`config.mk`:
```
export PLATFORM = sky130hd
export DESIGN_NAME = cp_cfg_regfile
export DESIGN_NICKNAME = d
export VERILOG_FILES = /design/src/rtl/cp_cfg_pkg.sv /design/src/rtl/cp_cfg_ctrl.sv /design/src/rtl/cp_cfg_region.sv /design/src/rtl/cp_cfg_datapath.sv /design/src/rtl/cp_cfg_regfile.sv
export SDC_FILE = /design/constraint.sdc
export NUM_CORES = 1
export LEC_CHECK = 0
export ABC_AREA = 1
export BUFFER_PORTS_ARGS = -buffer_cell sky130_fd_sc_hd__buf_2
export CELL_PAD_IN_SITES_DETAIL_PLACEMENT = 1
export CELL_PAD_IN_SITES_GLOBAL_PLACEMENT = 1
export CORE_UTILIZATION = 30
export CTS_CLUSTER_DIAMETER = 150
export DETAILED_ROUTE_END_ITERATION = 16
export HOLD_SLACK_MARGIN = 0.03
export MAX_ROUTING_LAYER = met4
export PLACE_DENSITY_LB_ADDON = 0.08
export SETUP_SLACK_MARGIN = 0.15
export SYNTH_ARGS = -nofsm -noshare
export SYNTH_HDL_FRONTEND = slang
export SYNTH_SLANG_ARGS = --single-unit
```
`constraint.sdc`:
```
create_clock -name clk -period 2.2 [get_ports clk]
set_input_delay 0.11 -clock clk [delete_from_list [all_inputs] [get_ports clk]]
set_output_delay 0.11 -clock clk [all_outputs]
set_load 0.02 [all_outputs]
```
`src/rtl/cp_cfg_pkg.sv`:
```
package cp_cfg_pkg;
  typedef enum logic [2:0] {
    RD_ZERO, RD_CHIP, RD_CACHE, RD_CTRL, RD_DTCM, RD_ITCM
  } rdSel_e;

  typedef struct packed {
    logic   ctrlWe;
    logic   dtcmWe;
    logic   itcmWe;
    rdSel_e rdSel;
  } strobe_t;
endpackage

```
`src/rtl/cp_cfg_ctrl.sv`:
```
module cp_cfg_ctrl
  import cp_cfg_pkg::*;
#(
  parameter int CP_W     = 4,
  parameter int REG_W    = 4,
  parameter int OP_W     = 3,
  parameter int CP_SELF  = 15,
  parameter int PRI_ID   = 0,
  parameter int PRI_CTRL = 1,
  parameter int PRI_TCM  = 9,
  parameter int SEC_TCM  = 1
) (
  input  logic             clk,
  input  logic             rstN,
  input  logic             reqValid,
  input  logic             reqWrite,
  input  logic [CP_W-1:0]  cpNum,
  input  logic [REG_W-1:0] priReg,
  input  logic [REG_W-1:0] secReg,
  input  logic [OP_W-1:0]  opSel,
  output strobe_t          strb
);
  logic selfHit;
  logic tcmSlot;

  assign selfHit = reqValid && (cpNum == CP_W'(CP_SELF));
  assign tcmSlot = (priReg == REG_W'(PRI_TCM)) && (secReg == REG_W'(SEC_TCM));

  always_comb begin
    strb        = '0;
    strb.rdSel  = RD_ZERO;
    if (selfHit) begin
      if (reqWrite) begin
        if (priReg == REG_W'(PRI_CTRL)) strb.ctrlWe = 1'b1;
        if (tcmSlot && opSel == OP_W'(0)) strb.dtcmWe = 1'b1;
        if (tcmSlot && opSel == OP_W'(1)) strb.itcmWe = 1'b1;
      end else begin
        if (priReg == REG_W'(PRI_ID) && opSel == OP_W'(0)) strb.rdSel = RD_CHIP;
        else if (priReg == REG_W'(PRI_ID) && opSel == OP_W'(1)) strb.rdSel = RD_CACHE;
        else if (priReg == REG_W'(PRI_CTRL)) strb.rdSel = RD_CTRL;
        else if (tcmSlot && opSel == OP_W'(0)) strb.rdSel = RD_DTCM;
        else if (tcmSlot && opSel == OP_W'(1)) strb.rdSel = RD_ITCM;
      end
    end
  end

  AST_ONE_WRITE_TARGET: assert property (@(posedge clk) disable iff (!rstN)
    $onehot0({strb.ctrlWe, strb.dtcmWe, strb.itcmWe}));
  AST_FOREIGN_CP_INERT: assert property (@(posedge clk) disable iff (!rstN)
    (reqValid && cpNum != CP_W'(CP_SELF)) |->
      (!strb.ctrlWe && !strb.dtcmWe && !strb.itcmWe && strb.rdSel == RD_ZERO));
endmodule

```
`src/rtl/cp_cfg_region.sv`:
```
module cp_cfg_region #(
  parameter int DATA_W     = 32,
  parameter int SIZE_UNIT  = 512,
  parameter int ALIGN_BITS = 12,
  parameter int FIELD_LSB  = 1,
  parameter int FIELD_W    = 5,
  parameter bit FIXED_BASE = 1'b0
) (
  input  logic              clk,
  input  logic              rstN,
  input  logic              enable,
  input  logic [DATA_W-1:0] regVal,
  output logic [DATA_W-1:0] base,
  output logic [DATA_W-1:0] size,
  output logic [DATA_W-1:0] endAddr
);
  logic [DATA_W-1:0]  rawBase;
  logic [FIELD_W-1:0] sizeCode;

  assign sizeCode = regVal[FIELD_LSB +: FIELD_W];

  generate
    if (FIXED_BASE) begin : g_fixed
      assign rawBase = '0;
    end else begin : g_movable
      assign rawBase = {regVal[DATA_W-1:ALIGN_BITS], {ALIGN_BITS{1'b0}}};
    end
  endgenerate

  always_comb begin
    if (enable) begin
      base    = rawBase;
      size    = DATA_W'(SIZE_UNIT) << sizeCode;
      endAddr = rawBase + (DATA_W'(SIZE_UNIT) << sizeCode);
    end else begin
      base    = '1;
      size    = '0;
      endAddr = '0;
    end
  end

  AST_SIZE_POWER_OF_TWO: assert property (@(posedge clk) disable iff (!rstN)
    $countones(size) <= 1);
  AST_END_FOLLOWS_BASE: assert property (@(posedge clk) disable iff (!rstN)
    enable |-> (endAddr - base == size));
endmodule

```
`src/rtl/cp_cfg_datapath.sv`:
```
module cp_cfg_datapath
  import cp_cfg_pkg::*;
#(
  parameter int          DATA_W      = 32,
  parameter logic [31:0] CTRL_RESET  = 32'h0000_0078,
  parameter logic [31:0] CHIP_ID     = 32'h4105_9461,
  parameter logic [31:0] CACHE_ID    = 32'h0f0d_2112,
  parameter int          DTCM_EN_BIT = 16,
  parameter int          ITCM_EN_BIT = 18,
  parameter int          SIZE_UNIT   = 512,
  parameter int          ALIGN_BITS  = 12
) (
  input  logic              clk,
  input  logic              rstN,
  input  strobe_t           strb,
  input  logic [DATA_W-1:0] wrData,
  output logic [DATA_W-1:0] rdData,
  output logic [1:0]        regionEn,
  output logic [DATA_W-1:0] regionBase [2],
  output logic [DATA_W-1:0] regionSize [2],
  output logic [DATA_W-1:0] regionEnd  [2]
);
  logic [DATA_W-1:0] ctrlQ;
  logic [DATA_W-1:0] dtcmQ;
  logic [DATA_W-1:0] itcmQ;

  always_ff @(posedge clk) begin
    if (!rstN) begin
      ctrlQ <= DATA_W'(CTRL_RESET);
      dtcmQ <= '0;
      itcmQ <= '0;
    end else begin
      if (strb.ctrlWe) ctrlQ <= wrData;
      if (strb.dtcmWe) dtcmQ <= wrData;
      if (strb.itcmWe) itcmQ <= wrData;
    end
  end

  always_comb begin
    unique case (strb.rdSel)
      RD_CHIP:  rdData = DATA_W'(CHIP_ID);
      RD_CACHE: rdData = DATA_W'(CACHE_ID);
      RD_CTRL:  rdData = ctrlQ;
      RD_DTCM:  rdData = dtcmQ;
      RD_ITCM:  rdData = itcmQ;
      default:  rdData = '0;
    endcase
  end

  assign regionEn[0] = ctrlQ[DTCM_EN_BIT];
  assign regionEn[1] = ctrlQ[ITCM_EN_BIT];

  for (genvar g = 0; g < 2; g++) begin : g_region
    cp_cfg_region #(
      .DATA_W    (DATA_W),
      .SIZE_UNIT (SIZE_UNIT),
      .ALIGN_BITS(ALIGN_BITS),
      .FIELD_LSB (1),
      .FIELD_W   (5),
      .FIXED_BASE(g == 1)
    ) u_region (
      .clk    (clk),
      .rstN   (rstN),
      .enable (regionEn[g]),
      .regVal ((g == 0) ? dtcmQ : itcmQ),
      .base   (regionBase[g]),
      .size   (regionSize[g]),
      .endAddr(regionEnd[g])
    );
  end

  AST_CTRL_LOADS_DATA: assert property (@(posedge clk) disable iff (!rstN)
    strb.ctrlWe |=> (ctrlQ == $past(wrData)));
  AST_CTRL_HOLDS: assert property (@(posedge clk) disable iff (!rstN)
    !strb.ctrlWe |=> $stable(ctrlQ));
  AST_DTCM_HOLDS: assert property (@(posedge clk) disable iff (!rstN)
    !strb.dtcmWe |=> $stable(dtcmQ));
  AST_ITCM_HOLDS: assert property (@(posedge clk) disable iff (!rstN)
    !strb.itcmWe |=> $stable(itcmQ));
endmodule

```
`src/rtl/cp_cfg_regfile.sv`:
```
module cp_cfg_regfile
  import cp_cfg_pkg::*;
(
  input  logic        clk,
  input  logic        rstN,
  input  logic        reqValid,
  input  logic        reqWrite,
  input  logic [3:0]  cpNum,
  input  logic [3:0]  priReg,
  input  logic [3:0]  secReg,
  input  logic [2:0]  opSel,
  input  logic [31:0] wrData,
  output logic [31:0] rdData,
  output logic        dtcmEn,
  output logic [31:0] dtcmBase,
  output logic [31:0] dtcmSize,
  output logic [31:0] dtcmEnd,
  output logic        itcmEn,
  output logic [31:0] itcmBase,
  output logic [31:0] itcmSize,
  output logic [31:0] itcmEnd
);
  strobe_t     strb;
  logic [1:0]  regionEn;
  logic [31:0] regionBase [2];
  logic [31:0] regionSize [2];
  logic [31:0] regionEnd  [2];

  cp_cfg_ctrl u_ctrl (
    .clk     (clk),
    .rstN    (rstN),
    .reqValid(reqValid),
    .reqWrite(reqWrite),
    .cpNum   (cpNum),
    .priReg  (priReg),
    .secReg  (secReg),
    .opSel   (opSel),
    .strb    (strb)
  );

  cp_cfg_datapath u_dp (
    .clk       (clk),
    .rstN      (rstN),
    .strb      (strb),
    .wrData    (wrData),
    .rdData    (rdData),
    .regionEn  (regionEn),
    .regionBase(regionBase),
    .regionSize(regionSize),
    .regionEnd (regionEnd)
  );

  assign dtcmEn   = regionEn[0];
  assign dtcmBase = regionBase[0];
  assign dtcmSize = regionSize[0];
  assign dtcmEnd  = regionEnd[0];
  assign itcmEn   = regionEn[1];
  assign itcmBase = regionBase[1];
  assign itcmSize = regionSize[1];
  assign itcmEnd  = regionEnd[1];

  AST_DISABLED_DTCM_SENTINEL: assert property (@(posedge clk) disable iff (!rstN)
    !dtcmEn |-> (dtcmBase == 32'hFFFF_FFFF && dtcmSize == 0 && dtcmEnd == 0));
  AST_DISABLED_ITCM_SENTINEL: assert property (@(posedge clk) disable iff (!rstN)
    !itcmEn |-> (itcmBase == 32'hFFFF_FFFF && itcmSize == 0 && itcmEnd == 0));
  AST_ITCM_BASE_ZERO: assert property (@(posedge clk) disable iff (!rstN)
    itcmEn |-> (itcmBase == 32'h0));
  AST_NO_READ_ON_WRITE: assert property (@(posedge clk) disable iff (!rstN)
    (!reqValid || reqWrite) |-> (rdData == 32'h0));
endmodule

```
Word-level counts from Yosys, hierarchy flattened
Cells that the tools add are included.
Widths: inputs -> output; s select.
- register bits after elaboration: 96
- bits of input ports: 51
- logic and storage cells: 41
- $add $sub $neg: 1
- eq/ne operators: 10
- shift-type cells: 2
- muxes and demuxes: 17
- reduce and logical (&&, ||, !) cells: 8
- operators with widths (kind ; count):
    $mux 32 ; 5
    $pmux 32 s5 ; 1
    $shl 10x5->32 const A ; 2
    $add 32x32->32 ; 1
    $mux 3 ; 7
    $eq 4x1->1 const B ; 2
    $eq 4x4->1 const B ; 2
    $eq 3x1->1 const B ; 2
    $eq 3x2->1 const B ; 2
    $eq 3x3->1 const B ; 2
    $logic_and 1x1->1 ; 6
    $mux 6 ; 1
    $logic_not 4->1 ; 1
    $logic_not 3->1 ; 1
    $mux 1 ; 3

Depth between registers and ports, before layout
Gate-level depths: netlist of the first run.
- depth in word-level cells: 12
- mapped depth: 16
- depth with buffers taken out: 16

By module
Synthesis of the first run repeated with hierarchy kept, for this count alone.
- cells, all modules: 1137
- area, all modules: 6991.7 µm²
- modules (own cells, without submodules) (module ; times used ; cells an instance ; area an instance (µm²) ; seq. area each (µm²)):
    cp_cfg_datapath ; 1 ; 584 ; 4082.7 ; 1921.8
    cp_cfg_region at u_dp.g_region[0].u_region ; 1 ; 386 ; 1939.4 ; 0.0
    cp_cfg_region at u_dp.g_region[1].u_region ; 1 ; 121 ; 767.0 ; 0.0
    cp_cfg_ctrl ; 1 ; 46 ; 202.7 ; 0.0

Least setup slack after synthesis of the first run
OpenSTA, ideal clock, no wires.
- path type: register to output
- start: reg u_dp.dtcmQ[2]
- end: out dtcmEnd[24]
- data arrival time: 2374 ps
- setup slack: -284 ps
- stages on the path, launching flop included: 17
- cells stage by stage: dfxtp_1 > inv_1 > nor3_1 > inv_1 > nor2_1 > ha_1 > inv_1 > fa_1 > inv_1 > nand3_1 > nand2_1 > nand2_1 > nand2_1 > nand2_1 > nand2_1 > o21ai_0 > a21oi_1
- longest elaborated chain between the ends: 3
- RTL lines (element ; line ; source):
    from (decl) ; cp_cfg_datapath.sv:24 ; logic [DATA_W-1:0] dtcmQ;
    from (signal assigned) ; cp_cfg_datapath.sv:34 ; if (strb.dtcmWe) dtcmQ <= wrData;
    $shl 10x5->32 ; cp_cfg_region.sv:34 ; endAddr = rawBase + (DATA_W'(SIZE_UNIT) << sizeCode);
    $add 32x32->32 ; cp_cfg_region.sv:34 ;
    $mux 32 ; cp_cfg_region.sv:31 ; if (enable) begin
    to (decl) ; cp_cfg_regfile.sv:17 ; output logic [31:0] dtcmEnd,
Every way passes these cells.

Worst setup path in the final report of the first run
- start: reg u_dp.dtcmQ[1]
- end: out dtcmEnd[28]
Same word-level chain as after synthesis.

==> results of run 1 <==
per-stage QoR:
stage	setup TNS [ns]	util	cell area (sq um)	worst slack, ns	hold WS [ns]
floorplan	-0.0155	-	7190	-0.0155	0.234
global placement	-4.08	0.382	8640	-0.491	0.363
detailed placement	-4.44	0.382	8640	-0.469	0.368
CTS	-7.90	0.425	9620	-0.492	0.0317
global route	-10.38	0.453	10200	-0.711	0.0502
finish	-7.92	0.453	10200	-0.566	0.0309
what timing repair did:
action                     in CTS  in global routing
pin swaps                      34                 35
buffers inserted               14                 12
hold buffers                   16                  0
cloned                          0                  1
setup endpoints to repair      20                 46
resized for setup             121                110
hold endpoints to repair       18                  0
state kept, by name (all words and copies together) (netlist names):
| name | flops |
|---|---|
| u_dp.itcmQ | 32 |
| u_dp.dtcmQ | 32 |
| u_dp.ctrlQ | 32 |
metal layers:
metal,GRT usage,share of wire,vias to the layer above
met2,0.433,0.51,207
li1,-,-,3922
met5,-,0,-
met1,0.290,0.44,3729
met4,0.0610,0.014,0
met3,0.0248,0.035,26
path summary, 6_finish.rpt:
| check | end | depth (start not counted) |
|---|---|---|
| max reg2reg | u_dp.ctrlQ[16] | 3 |
| min | u_dp.ctrlQ[26] | 3 |
| min reg2reg | u_dp.ctrlQ[30] | 2 |
| max | dtcmEnd[28] | 17 |
cell usage after synthesis, types with 12 or more instances:
| cell | instances |
|---|---|
| nand3_2 | 12 |
| nand3_1 | 71 |
| clkbuf_1 | 27 |
| o21ai_0 | 118 |
| inv_1 | 94 |
| a21oi_1 | 73 |
| dfxtp_1 | 96 |
| ha_1 | 19 |
| buf_4 | 105 |
| nand2_1 | 134 |
| nor3_1 | 28 |
| nor2_1 | 225 |
power by group through the flow:
stage	clock, uW	combinational [uW]	sequential [uW]
final	1610	241	1730
after floorplan	0	172	1780
after global placement	0	215	1780
after global routing	1720	265	1730
after detailed placement	0	217	1780
after CTS	1660	239	1730
area by class of cell:
type,count,area (sq um)
Multi-Input combinational cell,767,4630
Fill cell,2942,12400
Clock inverter,4,53.8
Timing Repair Buffer,397,2640
Inverter,100,395
Tap cell,285,357
Clock buffer,11,243
Sequential cell,96,1930
kinds of logic (layout without fill, tap and decap cells):
kind of cell | after synthesis | in the layout
other | 1 | 36
AO/OA/AOI/OAI | 214 | 214
flip-flops | 96 | 96
XOR/XNOR | 3 | 3
AND/OR/NAND/NOR | 494 | 494
adder cells (fa/ha/maj) | 20 | 20
buffers and inverters | 248 | 512
critical path, cell delays in order, from the launching register on:
cell and delay (ns):
dfxtp_4 0.40, inv_6 0.06, nor3_4 0.17, inv_2 0.07, nor2_2 0.11, ha_2 0.20
inv_2 0.05, fa_2 0.35, inv_2 0.09, nand3_2 0.07, nand2_2 0.08, nand2_2 0.08
nand2_4 0.12, nand3_4 0.10, nand3_2 0.08, nand2_2 0.06, nor2_4 0.09, buf_6 0.11
==> results.json, run 1 <==
{
  "power_frac_seq": 0.484,
  "setup_viol": 19,
  "routed_wl_um": 28900,
  "maxSlewViolCount": 0,
  "synth_cells": 1076,
  "layout_commonest_cell": "buf_2",
  "die_w_um": 154,
  "avgRoutedWirePerCell_um": 17.4,
  "synth_top_family_by_area": "simple AND/OR/NAND/NOR gates",
  "worst_skew_pair.late_latency_ns": 0.35,
  "vdd_drop_max_mv": 0.403,
  "yosysTopAreaCell": "dfxtp_1",
  "layout-area-overhead-vs-synth_pct": 47.8,
  "synth-adder-area-share": 0.0372,
  "period_share": 1.26,
  "synth-edff-count": 0,
  "yosysSeqAreaShare": 0.277,
  "n_antenna_cell": 0,
  "endpoint_kind": "output pin",
  "mostFrequentLayoutCells": "buf_2 (219), nor2_1 (195), buf_4 (135), o21ai_0 (108), nand2_1 (96)",
  "r2r-start": "u_dp.ctrlQ[16]",
  "cts_tree": "done",
  "p_leak_uw": 0.00475,
  "rsz0062_at_grt": "true",
  "p_sw_uw": 860,
  "worstSetupStartpoint": "u_dp.dtcmQ[1]",
  "ctsLongestPathBuffers": 2,
  "finalHoldViolations": 0,
  "drv_cap": 0,
  "synthArstFlopShare": 0,
  "overflow": 0,
  "hold_path_startpoint": "wrData[26]",
  "yosys.area.top_type_share": 0.277,
  "postRouteAntennaNets": 0,
  "grt_max_degree": 50,
  "dpl.hpwl_um": 21500,
  "io_pins": 277,
  "place_inst": 1602,
  "die_h_um": 154,
  "muxShareOfSynthArea": 0,
  "clock_skew_ns": 0,
  "vias": 7884,
  "ys.warnings.count": 0,
  "outcome": "complete, but fails checks",
  "cts_max_level": 3,
  "io_buffers": 240,
  "grt_pass1_wl_um": 43600,
  "fin_total_pwr_uw": 3580,
  "die-area_sq_mm": 0.0237,
  "yosys.area_share.simple": 0.312,
  "crit_type": "reg2out",
  "syn_area_per_cell_sq_um": 6.45,
  "p_clk_frac": 0.449,
  "r2r_slack_ns": 1.02,
  "pwr-share-comb": 0.067,
  "grtUsageTotal": 0.243,
  "switching_share": 0.240,
  "p_int_uw": 2720,
  "yosys.area_share.xor_xnor": 0.00379,
  "clockRootBuffer": "clkbuf_16",
  "vias_per_cell": 4.75,
  "path_clk_slew_ns": 0.07,
  "layout.cells.non_filler": 1660,
  "crit_fanout": 4,
  "cp.arrival_ns": 2.66,
  "final_layout_size_suffix_gt1_frac": 0.436,
  "ys_top_cells_by_area": "dfxtp_1 (28%), nor2_1 (12%), buf_4 (11%)",
  "coreArea_sq_mm": 0.0226,
  "hp-class": "in2reg",
  "grt_pass1_vias": 7866,
  "gp_congestion": 0.935,
  "cts_sinks": 96,
  "max_slew_margin": 0.497,
  "worst_ep_required_time_ns": 2.09,
  "start_util": 0.306,
  "timing.final.crit_period_ns": 2.77,
  "antenna_found_initial": 0,
  "netlist-cell-type-count": 36,
  "ys_seq_elements": 96,
  "drc": 0,
  "cts_buffers": 9,
  "synth_area_sq_mm": 0.00694,
  "drtIter0Drc": 223,
  "num_rows": 55,
  "violations": "negative setup slack",
  "crit_path_start_kind": "flop",
  "powerDensity_mw_per_mm2": 350,
  "layout_setup_ws_ns": -0.566,
  "synth-main-ff-cell": "dfxtp_1",
  "synth_compound_area_frac": 0.169,
  "fmax_ghz": 0.361,
  "finalNetCount": 1442,
  "tightest_slew_ns": 0.753,
  "firstDrtPassIters": 4
}
No activity file was read; power rests on OpenSTA's default activity.
==> run 2: changes to the inputs <==
--- a/config.mk
+++ b/config.mk
@@ -6,12 +6,12 @@
 export NUM_CORES = 1
 export LEC_CHECK = 0
 export ABC_AREA = 1
-export BUFFER_PORTS_ARGS = -buffer_cell sky130_fd_sc_hd__buf_2
 export CELL_PAD_IN_SITES_DETAIL_PLACEMENT = 1
 export CELL_PAD_IN_SITES_GLOBAL_PLACEMENT = 1
 export CORE_UTILIZATION = 30
 export CTS_CLUSTER_DIAMETER = 150
 export DETAILED_ROUTE_END_ITERATION = 16
+export DONT_BUFFER_PORTS = 1
 export HOLD_SLACK_MARGIN = 0.03
 export MAX_ROUTING_LAYER = met4
 export PLACE_DENSITY_LB_ADDON = 0.08
==> run 2 against run 1 <==
  * The run still ends with negative setup slack left
  * Setup slack better by 0.095 ns
  * Critical path depth down 2
  * Flip-flop and latch count unchanged
==> results.json, run 2 (same netlist as run 1, synthesis figures left out) <==
{
  "mostFrequentLayoutCells": "nor2_1 (196), buf_4 (187), o21ai_0 (108), nand2_1 (98), dfxtp_1 (92)",
  "vdd_drop_max_mv": 0.381,
  "layout-area-overhead-vs-synth_pct": 37.3,
  "fmax_ghz": 0.374,
  "clock_skew_ns": 0,
  "num_rows": 55,
  "worst_skew_pair.late_latency_ns": 0.35,
  "violations": "negative setup slack",
  "period_share": 1.21,
  "gp_congestion": 0.899,
  "clockRootBuffer": "clkbuf_16",
  "fillers": 2880,
  "firstDrtPassIters": 4,
  "vias": 7285,
  "overflow": 0,
  "powerDensity_mw_per_mm2": 388,
  "maxSlewViolCount": 0,
  "crit_type": "reg2out",
  "drv_cap": 0,
  "place_ws_ns": -0.342,
  "io_buffers": 0,
  "layout_commonest_cell": "nor2_1",
  "ctsLongestPathBuffers": 2,
  "finalNetCount": 1281,
  "io_pins": 277,
  "dpl.hpwl_um": 20200,
  "postRouteAntennaNets": 0,
  "tightest_slew_ns": 0.747,
  "drc": 0,
  "finalHoldViolations": 0,
  "p_leak_uw": 0.00409,
  "post-route-util": 0.421,
  "multi_input_area_sq_mm": 0.00454,
  "start_util": 0.306,
  "grtUsageTotal": 0.236,
  "routed_wl_um": 27500,
  "cts_sinks": 96,
  "cts_tree": "done",
  "worst_ep_required_time_ns": 2.09,
  "die_h_um": 154,
  "crit_path_start_kind": "flop",
  "max_slew_margin": 0.501,
  "cp.arrival_ns": 2.56,
  "die_w_um": 154,
  "avgRoutedWirePerCell_um": 18.3,
  "cts_buffers": 9,
  "crit_fanout": 4,
  "endpoint_kind": "output pin",
  "top_regs": "u_dp.ctrlQ (32), u_dp.dtcmQ (32), u_dp.itcmQ (32)",
  "cpLargestDelayFamily": "simple AND/OR/NAND/NOR gates",
  "rsz0062_at_grt": "true",
  "slowest_stage": "dfxtp_4",
  "path_clk_slew_ns": 0.07,
  "path_cells": "inv_6, nor3_4, inv_2, nor2_2, ha_2, inv_4, fa_2, inv_2, buf_4, nand3b_1, nand3_2, nand2_2, nand3_2, nand2_2, nor2_4",
  "grt_pass1_vias": 7360,
  "grt_pass1_wl_um": 42100,
  "drtIter0Drc": 283,
  "layout_setup_ws_ns": -0.471,
  "coreArea_sq_mm": 0.0226,
  "grt_max_degree": 96,
  "critPathMaxStageDelay_ns": 0.39,
  "regArea_sq_mm": 0.00193,
  "antenna_found_initial": 3,
  "final_layout_size_suffix_gt1_frac": 0.349,
  "outcome": "complete, but fails checks",
  "hp-class": "in2reg",
  "vias_per_cell": 4.85,
  "path_buf_inv": 5,
  "setup_viol": 19,
  "die-area_sq_mm": 0.0237,
  "cts_max_level": 3,
  "fin_total_pwr_uw": 3690,
  "timing.final.crit_period_ns": 2.67
}
## run 2: final cells by class
type / count / share of cell area
multi-input cells: 767 / 0.477
repair buffers: 236 / 0.206
flip-flops and latches: 96 / 0.203
inverters: 100 / 0.0417
well taps: 285 / 0.0375
clock buffers: 9 / 0.0237
clock inverters: 7 / 0.0105
diodes: 3 / 0.000788
## run 2: report_power, final
| part | switching (uW) | total [uW] | internal (uW) | leakage, uW |
|---|---|---|---|---|
| Combinational | 146 | 213 | 66.5 | 0.00315 |
| Sequential | 0.375 | 1730 | 1730 | 0.000776 |
| Clock | 737 | 1750 | 1010 | 0.000161 |
| Total | 884 | 3690 | 2810 | 0.00409 |
## run 2: worst paths after layout
check	from	slack (ns)	cells after the start	endpoint
hold reg to reg	u_dp.ctrlQ[30]	0.46	2	u_dp.ctrlQ[30]
hold / removal	rstN	0.14	2	u_dp.ctrlQ[3]
setup / recovery	u_dp.dtcmQ[1]	-0.47	15	dtcmEnd[26]
setup reg to reg	u_dp.ctrlQ[4]	1.09	3	u_dp.ctrlQ[4]
## run 2: per-stage QoR
step | TNS (ns) | instances | cell area (sq um) | hold slack, ns
final | -7.04 | 1503 | 9520 | 0.145
after global routing | -9.82 | 1503 | 9520 | 0.159
after floorplan | -0.0155 | 1111 | 7190 | 0.234
after detailed placement | -3.75 | 1429 | 7920 | 0.226
after global placement | -3.11 | 1429 | 7920 | 0.213
after CTS | -7.59 | 1488 | 9010 | 0.126
## run 2: what timing repair did
action                                 in CTS  in global routing
endpoints found under the hold margin      96                  0
resized for setup                          94                 93
hold buffers                               34                  0
pin swaps                                  34                 38
setup endpoints to repair                  19                 21
buffers inserted                            9                 12
## run 2: routing by layer
layer  routed length, um  vias up  GRT usage
met2               13600      172      0.404
li1                    -     3607          -
met3                 830       35     0.0304
met5                   0        -          -
met4                 689        0     0.0700
met1               12500     3471      0.289
